## src/rtl/rls_pkg.sv

```systemverilog
package rls_pkg;
  localparam int unsigned WORD_W    = 16;
  localparam int unsigned TBL_WORDS = 48;
  localparam int unsigned TBL_BITS  = TBL_WORDS * WORD_W;
  localparam int unsigned NFIELD    = 20;
  localparam int unsigned CTL_W     = 3;

  // word offsets of fields used by the accumulators
  localparam int unsigned OFS_XST  = 0;
  localparam int unsigned OFS_YST  = 2;
  localparam int unsigned OFS_DXST = 6;
  localparam int unsigned OFS_DYST = 8;
  localparam int unsigned OFS_KST  = 42;
  localparam int unsigned OFS_DKST = 44;

  typedef enum logic [1:0] {ST_IDLE, ST_FETCH, ST_COMMIT} walk_state_t;

  function automatic logic [15:0] pick_word(input logic [TBL_BITS-1:0] tb, input int unsigned ofs);
    return tb[ofs*WORD_W +: WORD_W];
  endfunction

  // big-endian pair: lower offset supplies the upper half
  function automatic logic [31:0] pick_pair(input logic [TBL_BITS-1:0] tb, input int unsigned ofs);
    return {tb[ofs*WORD_W +: WORD_W], tb[(ofs+1)*WORD_W +: WORD_W]};
  endfunction

  // signed field of width w starting at bit sh, sign-extended to 32 bits
  function automatic logic [31:0] sx_field(input logic [31:0] raw, input int unsigned sh,
                                           input int unsigned w);
    logic [31:0] t;
    t = raw << (32 - sh - w);
    return $unsigned($signed(t) >>> (32 - w));
  endfunction

  function automatic logic [31:0] step_xy(input logic [31:0] acc, input logic reload,
                                          input logic [31:0] start_raw, input logic [31:0] delta_raw);
    return reload ? sx_field(start_raw, 6, 23) : acc + sx_field(delta_raw, 6, 13);
  endfunction

  function automatic logic [31:0] step_coef(input logic [31:0] acc, input logic reload,
                                            input logic [2:0] ofs, input logic [31:0] start_raw,
                                            input logic [31:0] delta_raw);
    return reload ? ({3'b000, ofs, 26'd0} + {6'd0, start_raw[31:6]})
                  : acc + sx_field(delta_raw, 6, 20);
  endfunction

  function automatic logic [31:0] decode_static(input logic [TBL_BITS-1:0] tb, input int unsigned f);
    logic [31:0] r;
    if (f == 0)       r = sx_field(pick_pair(tb, 4), 6, 23);
    else if (f == 1)  r = sx_field(pick_pair(tb, 10), 6, 13);
    else if (f == 2)  r = sx_field(pick_pair(tb, 12), 6, 13);
    else if (f <= 8)  r = sx_field(pick_pair(tb, 14 + 2*(f-3)), 6, 14);
    else if (f <= 11) r = sx_field({pick_word(tb, 26 + (f-9)), 16'h0000}, 16, 14);
    else if (f <= 14) r = sx_field({pick_word(tb, 30 + (f-12)), 16'h0000}, 16, 14);
    else if (f <= 16) r = sx_field(pick_pair(tb, 34 + 2*(f-15)), 6, 24);
    else if (f <= 18) r = sx_field(pick_pair(tb, 38 + 2*(f-17)), 0, 24);
    else              r = sx_field(pick_pair(tb, 46), 6, 20);
    return r;
  endfunction
endpackage

```

## src/rtl/rls_fetch_ctrl.sv

```systemverilog
module rls_fetch_ctrl
  import rls_pkg::*;
#(
  parameter int unsigned ADDR_W     = 18,
  parameter int unsigned NSETS      = 2,
  parameter int unsigned SET_STRIDE = 64,
  parameter int unsigned NWORDS     = TBL_WORDS,
  parameter int unsigned WIDX_W     = $clog2(NWORDS)
) (
  input  logic                clk,
  input  logic                rst_n,
  input  logic                go,
  input  logic [ADDR_W:0]     tbl_base,
  input  logic                mem_valid,
  output logic                mem_req,
  output logic [ADDR_W-1:0]   mem_addr,
  output logic                busy,
  output logic                word_we,
  output logic [WIDX_W-1:0]   word_idx,
  output logic [NSETS-1:0]    set_commit
);
  localparam int unsigned SIDX_W = (NSETS > 1) ? $clog2(NSETS) : 1;
  localparam logic [ADDR_W:0] BASE_MASK = ~((ADDR_W+1)'(SET_STRIDE)) & ~((ADDR_W+1)'(1));
  localparam logic [WIDX_W-1:0] LAST_W = WIDX_W'(NWORDS - 1);
  localparam logic [SIDX_W-1:0] LAST_S = SIDX_W'(NSETS - 1);

  walk_state_t        state_q;
  logic [WIDX_W-1:0]  widx_q;
  logic [SIDX_W-1:0]  sidx_q;
  logic [ADDR_W:0]    base_q;
  logic [ADDR_W:0]    addr_sum;

  always_ff @(posedge clk) begin
    if (!rst_n) begin
      state_q <= ST_IDLE;
      widx_q  <= '0;
      sidx_q  <= '0;
      base_q  <= '0;
    end else begin
      unique case (state_q)
        ST_IDLE: if (go) begin
          state_q <= ST_FETCH;
          widx_q  <= '0;
          sidx_q  <= '0;
          base_q  <= tbl_base & BASE_MASK;
        end
        ST_FETCH: if (mem_valid) begin
          if (widx_q == LAST_W) state_q <= ST_COMMIT;
          else                  widx_q  <= widx_q + 1'b1;
        end
        ST_COMMIT: begin
          widx_q <= '0;
          if (sidx_q == LAST_S) state_q <= ST_IDLE;
          else begin
            sidx_q  <= sidx_q + 1'b1;
            state_q <= ST_FETCH;
          end
        end
        default: state_q <= ST_IDLE;
      endcase
    end
  end

  assign addr_sum = base_q + (ADDR_W+1)'(int'(sidx_q) * SET_STRIDE) + (ADDR_W+1)'(widx_q);
  assign mem_addr = addr_sum[ADDR_W-1:0];
  assign mem_req  = (state_q == ST_FETCH);
  assign busy     = (state_q != ST_IDLE);
  assign word_we  = mem_req && mem_valid;
  assign word_idx = widx_q;

  for (genvar s = 0; s < NSETS; s++) begin : g_commit
    assign set_commit[s] = (state_q == ST_COMMIT) && (sidx_q == SIDX_W'(s));
  end
endmodule

```

## src/rtl/rls_word_buf.sv

```systemverilog
module rls_word_buf
  import rls_pkg::*;
#(
  parameter int unsigned NWORDS = TBL_WORDS,
  parameter int unsigned WIDX_W = $clog2(NWORDS)
) (
  input  logic                       clk,
  input  logic                       rst_n,
  input  logic                       we,
  input  logic [WIDX_W-1:0]          idx,
  input  logic [WORD_W-1:0]          wdata,
  output logic [NWORDS*WORD_W-1:0]   flat
);
  logic [WORD_W-1:0] w_q [NWORDS];

  always_ff @(posedge clk) begin
    if (!rst_n) begin
      for (int i = 0; i < NWORDS; i++) w_q[i] <= '0;
    end else if (we && (idx < WIDX_W'(NWORDS))) begin
      w_q[idx] <= wdata;
    end
  end

  for (genvar i = 0; i < NWORDS; i++) begin : g_flat
    assign flat[i*WORD_W +: WORD_W] = w_q[i];
  end
endmodule

```

## src/rtl/rls_set_regs.sv

```systemverilog
module rls_set_regs
  import rls_pkg::*;
(
  input  logic                   clk,
  input  logic                   rst_n,
  input  logic                   commit,
  input  logic [CTL_W-1:0]       reload,
  input  logic [2:0]             coef_ofs,
  input  logic [TBL_BITS-1:0]    tb,
  output logic [31:0]            x_q,
  output logic [31:0]            y_q,
  output logic [31:0]            k_q,
  output logic [NFIELD*32-1:0]   stat_q
);
  always_ff @(posedge clk) begin
    if (!rst_n) begin
      x_q <= '0;
      y_q <= '0;
      k_q <= '0;
    end else if (commit) begin
      x_q <= step_xy(x_q, reload[0], pick_pair(tb, OFS_XST), pick_pair(tb, OFS_DXST));
      y_q <= step_xy(y_q, reload[1], pick_pair(tb, OFS_YST), pick_pair(tb, OFS_DYST));
      k_q <= step_coef(k_q, reload[2], coef_ofs, pick_pair(tb, OFS_KST), pick_pair(tb, OFS_DKST));
    end
  end

  for (genvar f = 0; f < NFIELD; f++) begin : g_field
    always_ff @(posedge clk) begin
      if (!rst_n)      stat_q[f*32 +: 32] <= '0;
      else if (commit) stat_q[f*32 +: 32] <= decode_static(tb, f);
    end
  end
endmodule

```

## src/rtl/rot_line_stepper.sv

```systemverilog
module rot_line_stepper
  import rls_pkg::*;
#(
  parameter int unsigned ADDR_W     = 18,
  parameter int unsigned NSETS      = 2,
  parameter int unsigned SET_STRIDE = 64,
  parameter int unsigned LAYER_W    = 6,
  parameter int unsigned ROT_LAYER0 = 4,
  parameter int unsigned ROT_LAYER1 = 5
) (
  input  logic                        clk,
  input  logic                        rst_n,
  input  logic                        line_start,
  input  logic                        line_active,
  input  logic                        line_zero,
  input  logic                        blank_int,
  input  logic [LAYER_W-1:0]          layer_en,
  input  logic [ADDR_W:0]             tbl_base,
  input  logic                        ctl_we,
  input  logic [NSETS*CTL_W-1:0]      ctl_wdata,
  input  logic [NSETS*3-1:0]          coef_ofs,
  output logic                        mem_req,
  output logic [ADDR_W-1:0]           mem_addr,
  input  logic                        mem_valid,
  input  logic [WORD_W-1:0]           mem_rdata,
  output logic                        busy,
  output logic [NSETS*32-1:0]         x_acc_o,
  output logic [NSETS*32-1:0]         y_acc_o,
  output logic [NSETS*32-1:0]         k_acc_o,
  output logic [NSETS*NFIELD*32-1:0]  static_o
);
  localparam int unsigned WIDX_W = $clog2(TBL_WORDS);
  localparam int unsigned CTL_BITS = NSETS * CTL_W;

  logic                  fetch_go;
  logic                  word_we;
  logic [WIDX_W-1:0]     word_idx;
  logic [NSETS-1:0]      set_commit;
  logic [TBL_BITS-1:0]   tb_flat;
  logic [CTL_BITS-1:0]   ctl_q;
  logic [CTL_BITS-1:0]   ctl_snap_q;

  assign fetch_go = line_start && line_active && !blank_int && !busy &&
                    (layer_en[ROT_LAYER0] || layer_en[ROT_LAYER1]);

  always_ff @(posedge clk) begin
    if (!rst_n) begin
      ctl_q      <= '0;
      ctl_snap_q <= '0;
    end else begin
      if (fetch_go) ctl_snap_q <= line_zero ? '1 : ctl_q;
      if (ctl_we)        ctl_q <= ctl_wdata;
      else if (fetch_go) ctl_q <= '0;
    end
  end

  rls_fetch_ctrl #(
    .ADDR_W(ADDR_W), .NSETS(NSETS), .SET_STRIDE(SET_STRIDE),
    .NWORDS(TBL_WORDS), .WIDX_W(WIDX_W)
  ) u_walk (
    .clk(clk), .rst_n(rst_n), .go(fetch_go), .tbl_base(tbl_base),
    .mem_valid(mem_valid), .mem_req(mem_req), .mem_addr(mem_addr), .busy(busy),
    .word_we(word_we), .word_idx(word_idx), .set_commit(set_commit)
  );

  rls_word_buf #(.NWORDS(TBL_WORDS), .WIDX_W(WIDX_W)) u_buf (
    .clk(clk), .rst_n(rst_n), .we(word_we), .idx(word_idx),
    .wdata(mem_rdata), .flat(tb_flat)
  );

  for (genvar s = 0; s < NSETS; s++) begin : g_set
    rls_set_regs u_set (
      .clk(clk), .rst_n(rst_n), .commit(set_commit[s]),
      .reload(ctl_snap_q[s*CTL_W +: CTL_W]), .coef_ofs(coef_ofs[s*3 +: 3]),
      .tb(tb_flat),
      .x_q(x_acc_o[s*32 +: 32]), .y_q(y_acc_o[s*32 +: 32]), .k_q(k_acc_o[s*32 +: 32]),
      .stat_q(static_o[s*NFIELD*32 +: NFIELD*32])
    );
  end
endmodule

```

## config.mk

```make
export PLATFORM = sky130hd
export DESIGN_NAME = rot_line_stepper
export DESIGN_NICKNAME = d
export VERILOG_FILES = /design/src/rtl/rls_pkg.sv /design/src/rtl/rls_fetch_ctrl.sv /design/src/rtl/rls_word_buf.sv /design/src/rtl/rls_set_regs.sv /design/src/rtl/rot_line_stepper.sv
export SDC_FILE = /design/constraint.sdc
export NUM_CORES = 2
export LEC_CHECK = 0
export BUFFER_PORTS_ARGS = -buffer_cell sky130_fd_sc_hd__clkbuf_2
export CAP_MARGIN = 0
export CORE_AREA = 2 2 603 605
export DETAILED_ROUTE_END_ITERATION = 7
export DIE_AREA = 0 0 605 607
export GPL_ROUTABILITY_DRIVEN = 0
export PLACE_DENSITY = 0.41
export SYNTH_ARGS = -nofsm -noshare
export SYNTH_HDL_FRONTEND = slang
export SYNTH_SLANG_ARGS = --single-unit
```

## constraint.sdc

```tcl
create_clock -name clk -period 4.7 [get_ports clk]
set_input_delay 0.705 -clock clk [delete_from_list [all_inputs] [get_ports clk]]
set_output_delay 0.705 -clock clk [all_outputs]
set_load 0.01 [all_outputs]
```

==> out/qor.yml <==
run_status:
  status: "completed"
clocking:
  ctsLongestPathBuffers: 4
  cts_tree: "yes"
  cts_root_buf: "clkbuf_16"
  clock-sinks: 1346
  htreeDepth: 4
  clock_latency_ns: 0.88
  cts_hold_buffers: 4
  cts_setup_buffers: 0
  post_cts_resized: 0
  numCtsBuffers: 175
  clkTransAtPathRegs_ns: 0.06
worst_setup_path:
  cpMostUsedCell: "a21o_1"
  crit_family: "compound AO/OA/AOI/OAI gates"
  cp.arrival_ns: 4.93
  cp_slowest_cell: "a2111oi_0"
  critPathMaxFanout: 4
  crit_path_start_kind: "register"
  path_class: "reg -> reg"
  crit_chain: "ha_1, fa_1, a21o_1, a21o_1, a2111oi_4, nor4_1, a2111oi_0, o31a_2, o21ai_2, a31o_2, a31oi_1, mux2i_1, o21ai_1"
  slowest_delay_ns: 0.68
  crit_required_ns: 5.42
  endpoint_kind: "register"
  timing.critical_path.buf_inv: 0
grt:
  grt_pass1_vias: 49700
  grtUsageTotal: 0.167
  grt_pass1_wl_um: 428000
  grt_max_degree: 116
  antenna_found_initial: 39
  grt-ovfl-total: 0
routing:
  routed_wl_um: 325000
  wire_per_inst_um: 25.3
  post_drt_via_cell_ratio: 4.22
  route.detailed.drc: 0
  first_pass_iters: 6
  drtAntennaViolNets: 0
  drt_iter0_drc: 3990
  vias: 54100
synthesis:
  yosysSeqAreaShare: 0.501
  synth_compound_area_frac: 0.149
  syn-cell-area_sq_mm: 0.0628
  synth_simple_gate_area_share: 0.180
  synth_seq_cells: 1346
  synthAdderAreaFrac: 0.0405
  synth_edf_count: 451
  synth_top_family_by_area: "simple AND/OR/NAND/NOR gates"
  synth-xor-area-share: 0.0251
  synthArstFlopShare: 0
  yosysWarningCount: 0
  synth_nets: 7268
  syn_inst: 7008
  yosysUniqueCellTypes: 79
  avgSynthCellArea_sq_um: 8.96
  synthMuxAreaShare: 0.00321
  ys.flop_type: "dfxtp_1"
timing:
  tns_ns: 0
  fin_worst_skew_ns: 0.0599
  clock.fmax_mhz: 238
  period_minus_slack_ns: 4.21
  worstMarginPinSlew_ns: 1.19
  whs_ns: 0.0844
  finalMaxSlewViolations: 0
  hold_violations: 0
  relSlewSlack: 0.210
  rsz0062_at_grt: "false"
  finalCritPeriodShare: 0.896
  setup_viol: 0
power_and_ir_drop:
  power_density_mw_per_mm2: 350
  p_sw_mw: 6.77
  p_seq_frac: 0.457
  total_power_mw: 27.2
  netSwitchingFraction: 0.249
  p_comb_frac: 0.034
  pwr-share-clk: 0.508
  power.internal_mw: 20.4
  peakVddDrop_mv: 0.263
  power_leakage_nw: 31.1
die:
  core_area_sq_mm: 0.361
  initial_core_util: 0.174
  fp-row-count: 221
  ios: 1553
  dieArea_sq_mm: 0.367
  die_width_um: 605
  die_height_um: 607
job:
  cap_violations: 0
cells_and_area:
  area_growth_pct: 23.6
  drive_above_1_share: 0.250
  fin_util: 0.215
  fill_cells: 39600
  regArea_sq_mm: 0.0315
  stdcell_count: 12800
  nNetsFinal: 8090
  multi_input_area_sq_mm: 0.0250
placed_design:
  dp_hpwl_um: 238000
  dp.cells: 12400
  io_buffers: 1545
worst_hold_path:
  hold_class: "in -> reg"
==> tightest hold or removal path, delay by kind of cell <==
family          cells  cell delay (ns)
simple gates        1             0.06
buf+inv             1             0.08
compound gates      1             0.05
==> power by group through the flow <==
| stage | clock network (mW) | registers (mW) | logic [mW] |
|---|---|---|---|
| global placement | 0 | 12.7 | 0.937 |
| CTS | 14.3 | 12.4 | 0.951 |
| detailed placement | 0 | 12.7 | 0.945 |
| finish | 13.8 | 12.4 | 0.928 |
| floorplan | 0 | 12.5 | 0.470 |
| global route | 14.7 | 12.4 | 1.00 |
==> final cells by class <==
class / count / share of cell area
diodes: 40 / 0.00129
clock buffers: 255 / 0.0650
well taps: 4794 / 0.0773
flip-flops and latches: 1346 / 0.406
repair buffers: 1675 / 0.116
multi-input cells: 4590 / 0.323
clock inverters: 67 / 0.00971
inverters: 42 / 0.00213
==> worst paths after layout <==
kind,from,end,slack (ns),depth (start not counted)
max,u_buf.w_q[9][6]$_SDFFCE_PN0P_,g_set[0].u_set.y_q[26]$_SDFFE_PN0P_,0.49,13
min,tbl_base[11],u_walk.base_q[11]$_SDFFE_PN0P_,0.08,3
min reg2reg,g_set[0].u_set.stat_q[13]$_SDFFE_PN0P_,g_set[0].u_set.stat_q[13]$_SDFFE_PN0P_,0.45,2
max reg2reg,u_buf.w_q[9][6]$_SDFFCE_PN0P_,g_set[0].u_set.y_q[26]$_SDFFE_PN0P_,0.49,13
==> routing by layer <==
metal  wire length, um  GRT usage  vias up
met3             17900     0.0282      456
met1            128000      0.196    26700
li1                  -          -    24900
met5                 0          0        -
met2            155000      0.282     2067
met4             23700      0.108        0
==> cell usage after synthesis (all sizes together), types with 16 or more instances <==
library cell,instances,share of area
nand2,1593,0.095
a21oi,938,0.075
dfxtp,895,0.29
buf,621,0.074
and2,461,0.046
edfxtp,451,0.22
clkbuf,409,0.024
o21ai,289,0.023
nor2,286,0.017
ha,192,0.038
xnor2,103,0.014
a21o,99,0.012
o211ai,87,0.010
xor2,77,0.011
inv,42,0.0025
a211oi,41,0.0050
nand3,41,0.0033
nor3,39,0.0031
o21bai,27,0.0032
nor2b,23,0.0023
a31oi,22,0.0024
and3,21,0.0022
nand2b,21,0.0021
nand4,20,0.0020
o21a,20,0.0024
mux2i,19,0.0030
or3,16,0.0016
==> cell usage in the layout, fill, tap and decap left out, types with 21 or more instances in the layout <==
| cell | instances |
|---|---|
| nand2_1 | 1589 |
| clkbuf_2 | 1528 |
| a21oi_1 | 938 |
| dfxtp_1 | 892 |
| and2_1 | 459 |
| edfxtp_1 | 451 |
| nor2_1 | 284 |
| o21ai_0 | 259 |
| ha_1 | 192 |
| clkbuf_16 | 177 |
| buf_4 | 119 |
| xnor2_1 | 103 |
| a21o_1 | 99 |
| o211ai_1 | 87 |
| xor2_1 | 77 |
| clkbuf_1 | 46 |
| inv_1 | 41 |
| diode_2 | 40 |
| a211oi_1 | 40 |
| nand3_1 | 39 |
| nor3_1 | 39 |
| clkbuf_8 | 32 |
| o21bai_1 | 27 |
| clkinv_2 | 23 |
| nor2b_1 | 22 |
| o21ai_1 | 21 |
| a31oi_1 | 21 |
==> state kept, by name (all words and copies together), names as in the netlist <==
| signal | count |
|---|---|
| u_walk.base_q | 16 |
| g_set.u_set.y_q | 64 |
| ctl_q | 6 |
| g_set.u_set.stat_q | 666 |
| g_set.u_set.x_q | 64 |
| u_walk.state_q | 2 |
| u_walk.word_idx | 6 |
| u_walk.sidx_q | 1 |
| g_set.u_set.k_q | 64 |
| ctl_snap_q | 6 |
| u_buf.w_q | 451 |
==> metrics by stage <==
step / setup slack [ns] / cell area (sq um)
finish: 0.490 / 77600
global placement: 0.420 / 71600
global route: 0.283 / 77500
floorplan: 0.985 / 62800
detailed placement: 0.520 / 71600
CTS: 0.493 / 77500
==> logic make-up after synthesis <==
logic type,after synthesis
simple gates,2562
compound gates,1629
flops,1346
buf+inv,1072
fa+ha+maj,199
xor+xnor,180
mux,20
No activity file was read; power rests on OpenSTA's default activity.
